--- config.mk ---
export PLATFORM = sky130hd
export DESIGN_NAME = tmr_cmp_chan
export DESIGN_NICKNAME = d
export VERILOG_FILES = /design/src/rtl/tmr_cmp_pkg.sv /design/src/rtl/tmr_cmp_cfg.sv /design/src/rtl/tmr_cmp_cvreg.sv /design/src/rtl/tmr_cmp_outgen.sv /design/src/rtl/tmr_cmp_chan.sv
export SDC_FILE = /design/constraint.sdc
export NUM_CORES = 1
export LEC_CHECK = 0
export ABC_AREA = 1
export BUFFER_PORTS_ARGS = -buffer_cell sky130_fd_sc_hd__buf_2
export CAP_MARGIN = 20
export CORE_ASPECT_RATIO = 1.1
export CORE_MARGIN = 4
export CORE_UTILIZATION = 53
export DETAILED_ROUTE_END_ITERATION = 12
export PLACE_DENSITY = 0.76
export SETUP_SLACK_MARGIN = 0.15
export SLEW_MARGIN = 10
export SYNTH_ARGS = -nofsm -noshare
export SYNTH_HDL_FRONTEND = slang
export SYNTH_SLANG_ARGS = --single-unit
--- constraint.sdc ---
create_clock -name clk -period 3.5 [get_ports clk]
set_input_delay 0.35 -clock clk [delete_from_list [all_inputs] [get_ports clk]]
set_output_delay 0.35 -clock clk [all_outputs]
set_load 0.005 [all_outputs]
--- src/rtl/tmr_cmp_pkg.sv ---
package tmr_cmp_pkg;

   typedef enum logic [2:0] {
      OC_FROZEN = 3'b000,
      OC_SET    = 3'b001,
      OC_CLR    = 3'b010,
      OC_TOG    = 3'b011,
      OC_LOW    = 3'b100,
      OC_HIGH   = 3'b101,
      OC_PWM_A  = 3'b110,
      OC_PWM_B  = 3'b111
   } oc_mode_e;

   localparam logic [1:0] PROT_LOCK = 2'b11;

   function automatic logic is_pwm(input oc_mode_e m);
      return (m == OC_PWM_A) || (m == OC_PWM_B);
   endfunction

endpackage

--- src/rtl/tmr_cmp_cfg.sv ---
module tmr_cmp_cfg
   import tmr_cmp_pkg::*;
(
   input  logic       clk,
   input  logic       rst_n,
   input  logic       cfg_wr,
   input  logic [2:0] cfg_mode,
   input  logic       cfg_shd_en,
   input  logic       cfg_clr_en,
   input  logic [1:0] prot_lvl,
   input  logic       chan_cmp,
   output oc_mode_e   mode_q,
   output logic       shd_en_q,
   output logic       clr_en_q
);

   logic locked;

   // Mode and buffering enable freeze at the top protection level.
   assign locked = (prot_lvl == PROT_LOCK) && chan_cmp;

   always_ff @(posedge clk or negedge rst_n) begin
      if (!rst_n) begin
         mode_q   <= OC_FROZEN;
         shd_en_q <= 1'b0;
         clr_en_q <= 1'b0;
      end else if (cfg_wr) begin
         clr_en_q <= cfg_clr_en;
         if (!locked) begin
            mode_q   <= oc_mode_e'(cfg_mode);
            shd_en_q <= cfg_shd_en;
         end
      end
   end

endmodule

--- src/rtl/tmr_cmp_cvreg.sv ---
module tmr_cmp_cvreg #(
   parameter int unsigned CNT_W = 16
) (
   input  logic             clk,
   input  logic             rst_n,
   input  logic             shd_en,
   input  logic             cv_wr,
   input  logic [CNT_W-1:0] cv_wdata,
   input  logic             upd_evt,
   output logic [CNT_W-1:0] cv_act
);

   logic [CNT_W-1:0] cv_hold;

   always_ff @(posedge clk or negedge rst_n) begin
      if (!rst_n) begin
         cv_hold <= '0;
         cv_act  <= '0;
      end else begin
         if (cv_wr) cv_hold <= cv_wdata;
         if (cv_wr && !shd_en)     cv_act <= cv_wdata;
         else if (upd_evt && shd_en) cv_act <= cv_hold;
      end
   end

endmodule

--- src/rtl/tmr_cmp_outgen.sv ---
module tmr_cmp_outgen
   import tmr_cmp_pkg::*;
#(
   parameter int unsigned CNT_W = 16
) (
   input  logic             clk,
   input  logic             rst_n,
   input  logic [CNT_W-1:0] cnt_val,
   input  logic             cnt_down,
   input  logic [CNT_W-1:0] cv_act,
   input  oc_mode_e         mode,
   input  logic             clr_act,
   output logic             hit,
   output logic             oprep_q,
   output oc_mode_e         mode_prev
);

   logic below, below_q, pwm_lvl, pwm_upd, op_nxt;

   assign hit     = (cnt_val == cv_act);
   // Raw comparison: high side of PWM mode A in the current direction.
   assign below   = cnt_down ? (cnt_val <= cv_act) : (cnt_val < cv_act);
   assign pwm_lvl = (mode == OC_PWM_A) ? below : ~below;
   assign pwm_upd = (below != below_q) || (mode_prev == OC_FROZEN);

   always_comb begin
      op_nxt = oprep_q;
      if (clr_act) begin
         op_nxt = 1'b0;
      end else begin
         unique case (mode)
            OC_FROZEN: op_nxt = oprep_q;
            OC_SET:    if (hit) op_nxt = 1'b1;
            OC_CLR:    if (hit) op_nxt = 1'b0;
            OC_TOG:    if (hit) op_nxt = ~oprep_q;
            OC_LOW:    op_nxt = 1'b0;
            OC_HIGH:   op_nxt = 1'b1;
            OC_PWM_A,
            OC_PWM_B:  if (pwm_upd) op_nxt = pwm_lvl;
            default:   op_nxt = oprep_q;
         endcase
      end
   end

   always_ff @(posedge clk or negedge rst_n) begin
      if (!rst_n) begin
         oprep_q   <= 1'b0;
         below_q   <= 1'b0;
         mode_prev <= OC_FROZEN;
      end else begin
         oprep_q   <= op_nxt;
         below_q   <= below;
         mode_prev <= mode;
      end
   end

endmodule

--- src/rtl/tmr_cmp_chan.sv ---
module tmr_cmp_chan
   import tmr_cmp_pkg::*;
#(
   parameter int unsigned CNT_W = 16
) (
   input  logic             clk,
   input  logic             rst_n,
   input  logic [CNT_W-1:0] cnt_val,
   input  logic             cnt_down,
   input  logic             upd_evt,
   input  logic             cv_wr,
   input  logic [CNT_W-1:0] cv_wdata,
   input  logic             cfg_wr,
   input  logic [2:0]       cfg_mode,
   input  logic             cfg_shd_en,
   input  logic             cfg_clr_en,
   input  logic [1:0]       prot_lvl,
   input  logic             chan_cmp,
   input  logic             ext_clr,
   output logic             oprep,
   output logic             cmp_hit
);

   localparam int unsigned MIN_W = 2;
   localparam int unsigned MAX_W = 32;

   generate
      if (CNT_W < MIN_W || CNT_W > MAX_W) begin : g_bad_width
         $error("tmr_cmp_chan: CNT_W out of range");
      end
   endgenerate

   oc_mode_e         mode_q, mode_prev;
   logic             shd_en_q, clr_en_q, clr_act;
   logic [CNT_W-1:0] cv_act;

   assign clr_act = clr_en_q && ext_clr;

   tmr_cmp_cfg u_cfg (
      .clk        (clk),
      .rst_n      (rst_n),
      .cfg_wr     (cfg_wr),
      .cfg_mode   (cfg_mode),
      .cfg_shd_en (cfg_shd_en),
      .cfg_clr_en (cfg_clr_en),
      .prot_lvl   (prot_lvl),
      .chan_cmp   (chan_cmp),
      .mode_q     (mode_q),
      .shd_en_q   (shd_en_q),
      .clr_en_q   (clr_en_q)
   );

   tmr_cmp_cvreg #(.CNT_W(CNT_W)) u_cv (
      .clk      (clk),
      .rst_n    (rst_n),
      .shd_en   (shd_en_q),
      .cv_wr    (cv_wr),
      .cv_wdata (cv_wdata),
      .upd_evt  (upd_evt),
      .cv_act   (cv_act)
   );

   tmr_cmp_outgen #(.CNT_W(CNT_W)) u_out (
      .clk       (clk),
      .rst_n     (rst_n),
      .cnt_val   (cnt_val),
      .cnt_down  (cnt_down),
      .cv_act    (cv_act),
      .mode      (mode_q),
      .clr_act   (clr_act),
      .hit       (cmp_hit),
      .oprep_q   (oprep),
      .mode_prev (mode_prev)
   );

endmodule

# Word level (Yosys, flattened, before mapping)
# Index checks and enable logic that the tools add are counted.
dict set report classes {
  order_cmp 2
  eq_ne 15
  n_mux 10
  n_bitwise 3
  n_reduce_logical 12
}
# cell count
set ops {}
lappend ops {{16-bit two-way mux} 2}
lappend ops {{16-bit equality test} 1}
lappend ops {{16-bit <= comparator} 1}
lappend ops {{16-bit less-than comparator} 1}
lappend ops {{3-bit equality test, second input constant} 4}
lappend ops {{3-bit inequality test, second input constant} 3}
lappend ops {{1-bit two-way mux} 7}
lappend ops {{3-bit by 2-bit equality test with 1-bit output, second input constant} 2}
lappend ops {{3-bit zero test} 2}
lappend ops {{1-bit case mux with 6 select lines} 1}
lappend ops {{5-bit AND reduction} 1}
lappend ops {{1-bit logical AND} 4}
lappend ops {{3-bit by 1-bit equality test with 1-bit output, second input constant} 1}
lappend ops {{3-bit by 2-bit inequality test with 1-bit output, second input constant} 1}
lappend ops {{1-bit inverter} 3}
lappend ops {{2-bit equality test, second input constant} 1}
lappend ops {{2-bit inequality test, second input constant} 1}
lappend ops {{2-bit AND reduction} 1}
lappend ops {{2-bit nonzero test} 1}
lappend ops {{2-bit OR reduction} 1}
lappend ops {{1-bit zero test} 1}
lappend ops {{1-bit logical OR} 1}
lappend ops {{1-bit inequality test} 1}
dict set report totals {
  ff_bits 42
  out_inout_bits 2
  wordCells 50
}

# Longest topological paths before layout
# Gate-level depths: netlist of run 1.
dict set report logic_depth {
  word_depth 7
  ltp_mapped 18
  mapped_depth_nobuf 18
}

# Modules after synthesis
# A second synthesis of run 1 with hierarchy kept.
dict set report hier_totals {
  cells_unflattened 325
  area_unflattened_um2 2481.1
}
# mod instances cells_each area_each_um2 seq_area_each_um2
set by_module_without_submodules {}
lappend by_module_without_submodules {tmr_cmp_cvreg 1 190 1535.2 800.8}
lappend by_module_without_submodules {tmr_cmp_outgen 1 111 734.5 125.1}
lappend by_module_without_submodules {tmr_cmp_cfg 1 22 203.9 125.1}
lappend by_module_without_submodules {tmr_cmp_chan 1 2 7.5 0.0}

# Worst setup path before layout of run 1
# OpenSTA, ideal clock, no wires.
dict set report synth_path {
  path_kind {register to register}
  start {register u_cv.cv_act[7]}
  end {register u_out.oprep_q}
  setup_ps 116
  arrival_time_ps 1491
  required_ps 3384
  path_slack_ps 1892
  path_stages_with_launch 14
  cell_sequence {dfrtp_1 > inv_1 > ha_1 > nand2_2 > nor2_4 > nand4_2 > nor2_4 > nand2_4 > nand3_1 > nand3_2 > nand2_2 > nor2_2 > nand2_1 > nand2_1}
}
dict set report synth_between {
  word_cells_on_any_way 16
}
# element line
set synth_lines {}
lappend synth_lines {{start: declaration} tmr_cmp_cvreg.sv:10} ;# output logic [CNT_W-1:0] cv_act
lappend synth_lines {{start signal: assignment} tmr_cmp_cvreg.sv:21} ;# if (cv_wr && !shd_en) cv_act <= cv_wdata;
lappend synth_lines {{start signal: assignment} tmr_cmp_cvreg.sv:22} ;# else if (upd_evt && shd_en) cv_act <= cv_hold;
lappend synth_lines {{16-bit equality test (*)} tmr_cmp_outgen.sv:20} ;# assign hit = (cnt_val == cv_act);
lappend synth_lines {{net cmp_hit} tmr_cmp_chan.sv:21} ;# output logic cmp_hit
lappend synth_lines {{3-bit inequality test (no line)} n/a}
lappend synth_lines {{5-bit AND reduction (no line) (*)} n/a}
lappend synth_lines {{end signal: assignment} tmr_cmp_outgen.sv:51} ;# oprep_q <= op_nxt;
lappend synth_lines {{end: declaration} tmr_cmp_outgen.sv:14} ;# output logic oprep_q,
# Mark *: on every way through the listed nets, which the timed path passes. The rest lies on a longest branch. The select of a mux whose other input is x is not followed.
# A chain may end at the register's enable or synchronous reset.

# Worst setup path after layout of run 1
dict set report layout_path {
  start {register u_cv.cv_act[15]}
  end {output port cmp_hit}
}
dict set report layout_between {
  elab_chain_cells 1
}
# element line
set layout_lines {}
lappend layout_lines {{16-bit equality test} tmr_cmp_outgen.sv:20}
lappend layout_lines {{end: declaration} tmr_cmp_chan.sv:21}
# No other way between the ends.

==> results by group, run 1 <==
Drt
  • WL final: approximately 4200 um
  • Via/cell ratio: 4.91
  • Drt wl/cell: around 12 um
  • Number of DRC violations after detailed-routing iteration 0: between 90 and 100
  • DRT Pass-1 Iters: 4
  • DRC: 0
  • Routed via count: around 1.8k
  • Antenna-violating nets left: 0

CTS
  • Sink Count: 42
  • Worst-path clk slew: around 0.080 ns
  • CTS H-tree depth: 2
  • Root buffer cell: clkbuf_8
  • TritonCTS clock tree: done
  • Hold Buf Count CTS: 0
  • Setup bufs post-CTS: 0
  • Max clock buf depth: 2
  • Total CTS buffers: 5
  • Worst-Skew Late Latency: between 0.2 and 0.3 ns
  • CTS resizes: 0

Critical path
  • CP Launch Type: flop
  • Reg2reg end: u_cv.cv_act[7]$_DFFE_PN0P_
  • Arrival time worst endpoint: around 1.7 ns
  • Flop2flop setup slack: ~1.7 ns
  • Crit-path max FO: 3
  • WP data required: between 3 and 4 ns
  • CP max stage delay: 0.32 ns
  • Critical register-to-register path startpoint: u_cfg.shd_en_q$_DFFE_PN0P_
  • CP max-delay cell: dfrtp_1
  • Crit path kind: flop to primary output
  • R2r worst-path depth: 6
  • CP Cell Sequence: inv_1 -> ha_1 -> nand2_1 -> nor2_2 -> nand4_2 -> nor2_4 -> buf_2
  • Nature of the critical path endpoint: primary output

STA
  • Slew Limit Headroom: a little over 40%
  • Clk_skew: around 0.0085 ns
  • RSZ-0062 raised after global routing: no
  • Setup TNS: 0 ns
  • Final worst-path cycle share: 57.1%
  • Setup violators final: 0
  • Min Tclk post-route: 2.00 ns
  • Max-slew violations: 0
  • Slew @ Worst Pin: 0.897 ns
  • Fmax achieved: between 500 and 600 MHz
  • Hold Fails Final Rpt: 0

Yosys
  • Post-Syn Area: roughly 0.0023 mm2
  • Post-Syn Nets: around 330
  • Yosys warns: 0
  • Sequential share of the synthesized area: a little under half
  • Mapped Avg Cell Area: 8.55 um2
  • Cells after Synth: between 200 and 300
  • Leading area contributor after synthesis: dfrtp_1
  • Distinct cells, synth: 32
  • Synth top area cells: dfrtp_1 (47%), nand2_1 (11%), ha_1 (8.9%)
  • Post-synth top area share: a little under half
  • FF+latch count, synth: 42

Finish
  • Most frequent cells in the layout: nand2_1 (64), buf_2 (48), dfrtp_1 (42)
  • Most common cell after layout, fill and taps aside: nand2_1
  • Footprint of the multi-input gates: approximately 0.0010 mm2
  • N_diodes: 0
  • Layout cells sized above 1: about a quarter
  • Fillers: approximately 360
  • Final #Nets: 375
  • Area delta synth->final: 15.6%
  • Post-layout util: between 60% and 70%
  • FF/Latch Area: ~0.0011 mm2
  • Layout Cells excl Fill: around 370

GRT
  • Largest net degree at the start of global routing: 43
  • Gr usage total: ~17%
  • Initial antenna violation count: 0
  • GR Overflow Total: 0
  • Met1 Usage GRT: around 22%
  • Met3 GRT Util: approximately 4.4%
  • GR Util met2: 27.0%
  • First-pass GRT wire length: roughly 7400 um
  • Layer with the highest usage: met2
  • Vias in the first global route: around 1.7k

Die
  • Die height: 76.4 um
  • Row cnt: 24
  • Io pins: 49
  • Core ar.: between 0.004 and 0.005 mm2
  • Die ar.: ~0.0054 mm2
  • Die width: approximately 70 um
  • Initial Util: between 50% and 60%

Worst hold path
  • Hold Crit Class: primary input to asynchronous set/reset pin

Pwr
  • Power density over the cells: approximately 480 mW/mm2
  • Power Total: roughly 1.2 mW
  • Leak: between 1 and 1.5 nW
  • VDD IR-drop max: about 320 uV

Placement
  • GPL Wtd Cong: 0.829
  • HPWL Detailed: around 3500 um
  • Placed cells: ~360
  • I/O Buffers: 48

Status
  • Outcome: complete, no violations

Run
  • Maxcap violations: 0
[layout make-up]
| cell class | instances | share of cell area, % |
|---|---|---|
| multi-input cells | 174 | 38.7 |
| clock buffers | 6 | 2.78 |
| clock inverters | 2 | 0.528 |
| inverters | 41 | 6.00 |
| repair buffers | 48 | 9.21 |
| flip-flops and latches | 42 | 40.3 |
| well taps | 52 | 2.49 |
[metal layers]
metal  share of wire [%]  up-vias
li1                    -      948
met1                  46      806
met2                  49       33
met3                 3.7        6
met4                 1.1        0
met5                   0        -
[stage by stage]
stage | area (um2) | setup slack, ns | hold WS [ns]
finish | 2610 | 1.50 | 0.184
global route | 2610 | 1.31 | 0.240
CTS | 2610 | 1.46 | 0.214
detailed placement | 2520 | 1.36 | 0.363
global placement | 2520 | 1.48 | 0.357
floorplan | 2260 | 1.89 | 0.0544
[how the worst max path moves through the flow]
stage	from	end	slack (ns)	cells past startpoint
6_report	u_cv.cv_act[15]$_DFFE_PN0P_	cmp_hit	1.50	7
5_1_grt	u_cv.cv_act[15]$_DFFE_PN0P_	cmp_hit	1.31	7
4_1_cts	u_cv.cv_act[15]$_DFFE_PN0P_	cmp_hit	1.46	7
3_5_place_dp	cv_wr	u_cv.cv_act[7]$_DFFE_PN0P_	1.36	8
3_3_place_gp	cv_wr	u_cv.cv_act[5]$_DFFE_PN0P_	1.48	8
2_1_floorplan	u_cv.cv_act[7]$_DFFE_PN0P_	u_out.oprep_q$_DFFE_PN0P_	1.89	13
[flip-flops by register name (all words and copies together) (netlist names)]
register	flops
u_cfg.clr_en_q	1
u_cfg.shd_en_q	1
u_cv.cv_act	16
u_out.oprep_q	1
u_cfg.mode_q	3
u_out.mode_prev	3
u_out.below_q	1
u_cv.cv_hold	16
[Yosys cell counts]
library cell   n
a21o_1         1
a21oi_1       12
a31oi_1        1
buf_1          1
buf_2          2
buf_4          1
buf_6          1
clkbuf_1       2
clkinv_1       1
dfrtp_1       42
ha_1          16
inv_1         35
inv_2          4
inv_4          1
mux2_2         3
nand2_1       64
nand2_2        5
nand2_4        2
nand3_1        4
nand3_2        2
nand4_2        2
nor2_1        10
nor2_2         2
nor2_4         2
nor2_8         1
nor3_1         1
nor4_1         1
o211ai_1       2
o21ai_0       24
o21ai_1       14
o22ai_1        4
or3b_2         1
[power breakdown]
part | switching (mW) | internal (mW) | leakage, nW
clock network | 0.154 | 0.141 | 0.0452
logic | 0.209 | 0.140 | 0.858
registers | 0.0349 | 0.563 | 0.502
[cells by family (layout without fill, tap and decap cells)]
group,after synthesis,count (layout),share of synthesized area (%)
buf+inv,48,97,8.70
fa+ha+maj,16,16,8.87
flops,42,42,46.6
simple gates,97,97,20.9
mux,3,3,1.50
compound gates,58,58,13.5
[critical path: cells and delay by family (launching register included)]
family                   cells  cell delay (ns)
buffers and inverters        2             0.18
AND/OR/NAND/NOR              4             0.57
adder cells (fa/ha/maj)      1             0.29
flip-flops                   1             0.32
Power figures use the tool's default switching activity.
==> run 2: changes to the inputs <==
- ABC_AREA: 1 -> 0
- clock period: 3.5 -> 2 ns (I/O delays scaled with it)
==> results by group, run 2 <==
Status
  • Outcome: complete, no violations

STA
  • Final WS setup: around 0.035 ns
  • Slew Limit Headroom: ~64%
  • Hold Fails Final Rpt: 0
  • Min Hold Slack: about 0.13 ns
  • Clk_skew: between 0.003 and 0.004 ns
  • Max-slew violations: 0
  • RSZ-0062 raised after global routing: yes
  • Setup violators final: 0
  • Min Tclk post-route: between 1.5 and 2 ns
  • Final worst-path cycle share: 98.2%
  • Fmax achieved: approximately 500 MHz
  • Slew @ Worst Pin: between 0.5 and 0.6 ns

Finish
  • Post-layout util: a little under three quarters
  • Fillers: roughly 280
  • Most common cell after layout, fill and taps aside: buf_2
  • Layout Cells excl Fill: approximately 310
  • Area delta synth->final: 29.9%
  • Finished Cell Area: between 0.002 and 0.003 mm2
  • N_diodes: 0
  • Final #Nets: 321
  • Top flop regs: u_cv.cv_act: 16 flops, u_cv.cv_hold: 16 flops
  • Layout cells sized above 1: 46.3%
  • Most frequent cells in the layout: buf_2 (48), dfrtp_1 (42), mux2_2 (21)

GRT
  • Gr usage total: 19.5%
  • Vias in the first global route: 1,737
  • GR Overflow Total: 0
  • Largest net degree at the start of global routing: 43
  • First-pass GRT wire length: around 7900 um
  • Initial antenna violation count: 0

Yosys
  • Distinct cells, synth: 37
  • Main flop type after synthesis: dfrtp_1
  • Synth top area cells: dfrtp_1 (48%), mux2_2 (11%), ha_1 (9.1%)
  • Yosys warns: 0
  • XOR/XNOR Fraction of Synth Area: less than 1%
  • Mapped Avg Cell Area: approximately 11 um2
  • Cells after Synth: 197
  • Sequential share of the synthesized area: a little under half
  • Post-Syn Area: 0.00221 mm2
  • Post-synth top area share: a little under half
  • Post-Syn Nets: between 200 and 300
  • Largest family of logic cells by synthesized area: compound AO/OA/AOI/OAI gates
  • Compound-Gate Fraction of Synth Area: 15.2%
  • Multiplexer share of the synthesized area: ~14%
  • Post-synth EDFFs: 0
  • Synth Area in Simple Gates: roughly a tenth
  • Post-synth ARST share: 100%
  • Adder-cell area share of the yosys netlist: under 10%
  • Most frequent cells after synthesis: dfrtp_1 (42), mux2_2 (21), inv_1 (17), ha_1 (16), a21oi_1 (13)
  • FF+latch count, synth: 42
  • Leading area contributor after synthesis: dfrtp_1
  • Top-count cell post-synth: dfrtp_1

CTS
  • TritonCTS clock tree: done
  • Max clock buf depth: 2
  • Worst-Skew Late Latency: ~0.29 ns
  • Total CTS buffers: 5
  • Sink Count: 42
  • CTS H-tree depth: 2
  • Root buffer cell: clkbuf_8
  • Worst-path clk slew: approximately 0.080 ns

Worst hold path
  • Hold Crit Class: primary input to flop

Pwr
  • VDD IR-drop max: 556 uV
  • Leak: 1.29 nW
  • Power density over the cells: between 800 and 900 mW/mm2

Critical path
  • CP max stage delay: about 0.40 ns
  • Crit path kind: flop to flop
  • Critical path's top delay family: compound AO/OA/AOI/OAI gates
  • WP data required: ~2.2 ns
  • CP Launch Type: flop
  • Buf+Inv Stages, Crit Path: 1
  • CP Cell Sequence: inv_2 -> ha_4 -> a21oi_1 -> nand2_1 -> a221o_1 -> o31a_1 -> mux2i_1 -> o211ai_1
  • Arrival time worst endpoint: 2.14 ns
  • Crit-path max FO: 3
  • Nature of the critical path endpoint: flop
  • CP max-delay cell: dfrtp_1

Drt
  • Antenna-violating nets left: 0
  • Via/cell ratio: around 5.6
  • DRC: 0
  • Routed via count: 1,753
  • Number of DRC violations after detailed-routing iteration 0: 130
  • DRT Pass-1 Iters: 4
  • Drt wl/cell: between 15 and 20 um
  • WL final: 4990 um

Placement
  • Dpl cell area: 0.00252 mm2
  • HPWL Detailed: 3320 um
  • I/O Buffers: between 40 and 50
  • GPL Wtd Cong: slightly below 0.8
  • Pre-CTS setup slack: 0.00330 ns
  • Placed cells: 293

Die
  • Initial Util: 55.4%
  • Die height: 75.7 um
  • Io pins: 49
  • Die ar.: between 0.005 and 0.006 mm2
  • Core ar.: 0.00399 mm2
  • Die width: ~70 um
  • Row cnt: 24

Run
  • Maxcap violations: 0
-- run 2: layout make-up --
| class | instances | area [um2] | area share [%] |
|---|---|---|---|
| Multi-Input combinational cell | 129 | 1230 | 42.7 |
| Sequential cell | 42 | 1050 | 36.6 |
| Timing Repair Buffer | 63 | 355 | 12.4 |
| Clock buffer | 6 | 72.6 | 2.53 |
| Tap cell | 52 | 65.1 | 2.27 |
| Inverter | 17 | 63.8 | 2.22 |
| Clock inverter | 2 | 37.5 | 1.31 |
-- run 2: worst register-to-register path, cell delays in order, from the launching register on --
cell and delay, ns:
dfrtp_1 0.40, inv_2 0.08, ha_4 0.21, a21oi_1 0.17, nand2_1 0.09, a221o_1 0.30, o31a_1 0.34, mux2i_1 0.16
o211ai_1 0.10
-- run 2: what timing repair did --
action | in CTS | in global routing
pin swaps | 6 | 4
gates resized for setup | 19 | 7
endpoints found under the setup margin | 2 | 2
hold buffers | 1 | 0
setup buffers | 3 | 6
endpoints found under the hold margin | 42 | 0
-- run 2: final timing paths --
path	cells after the start	end	startpoint	slack, ns
max	8	u_out.oprep_q$_DFFE_PN0P_	u_cv.cv_act[14]$_DFFE_PN0P_	0.04
min in group asynchronous	3	u_cfg.clr_en_q$_DFFE_PN0P_	rst_n	0.50
max reg2reg	8	u_out.oprep_q$_DFFE_PN0P_	u_cv.cv_act[14]$_DFFE_PN0P_	0.04
max in group asynchronous	3	u_cv.cv_act[5]$_DFFE_PN0P_	rst_n	1.13
min reg2reg	0	u_out.mode_prev[0]$_DFF_PN0_	u_cfg.mode_q[0]$_DFFE_PN0P_	0.50
min	2	u_cfg.mode_q[1]$_DFFE_PN0P_	cfg_mode[1]	0.13
-- run 2: cell families after synthesis --
logic type / Yosys count
compound gates: 51
flops: 42
simple gates: 33
mux: 28
buf+inv: 26
fa+ha+maj: 16
xor+xnor: 1
-- run 2: stage by stage --
stage	power, mW	setup TNS [ns]
after floorplan	1.47	0
after global placement	1.63	0
after detailed placement	1.66	0
after CTS	2.44	0
after global routing	2.65	-0.100
final	2.50	0
-- run 2: power breakdown --
group          leakage (nW)  total [mW]  switching, mW  internal (mW)
Clock                0.0514       0.656          0.284          0.372
Sequential            0.485        1.07         0.0902          0.983
Combinational         0.757       0.766          0.380          0.386
-- run 2: layer usage --
| layer | up-vias | GRT usage (%) | routed length [um] |
|---|---|---|---|
| li1 | 858 | - | - |
| met3 | 6 | 5.41 | 221 |
| met1 | 859 | 22.2 | 2030 |
| met4 | 0 | 7.38 | 63 |
| met2 | 30 | 35.6 | 2680 |
| met5 | - | 0 | 0 |
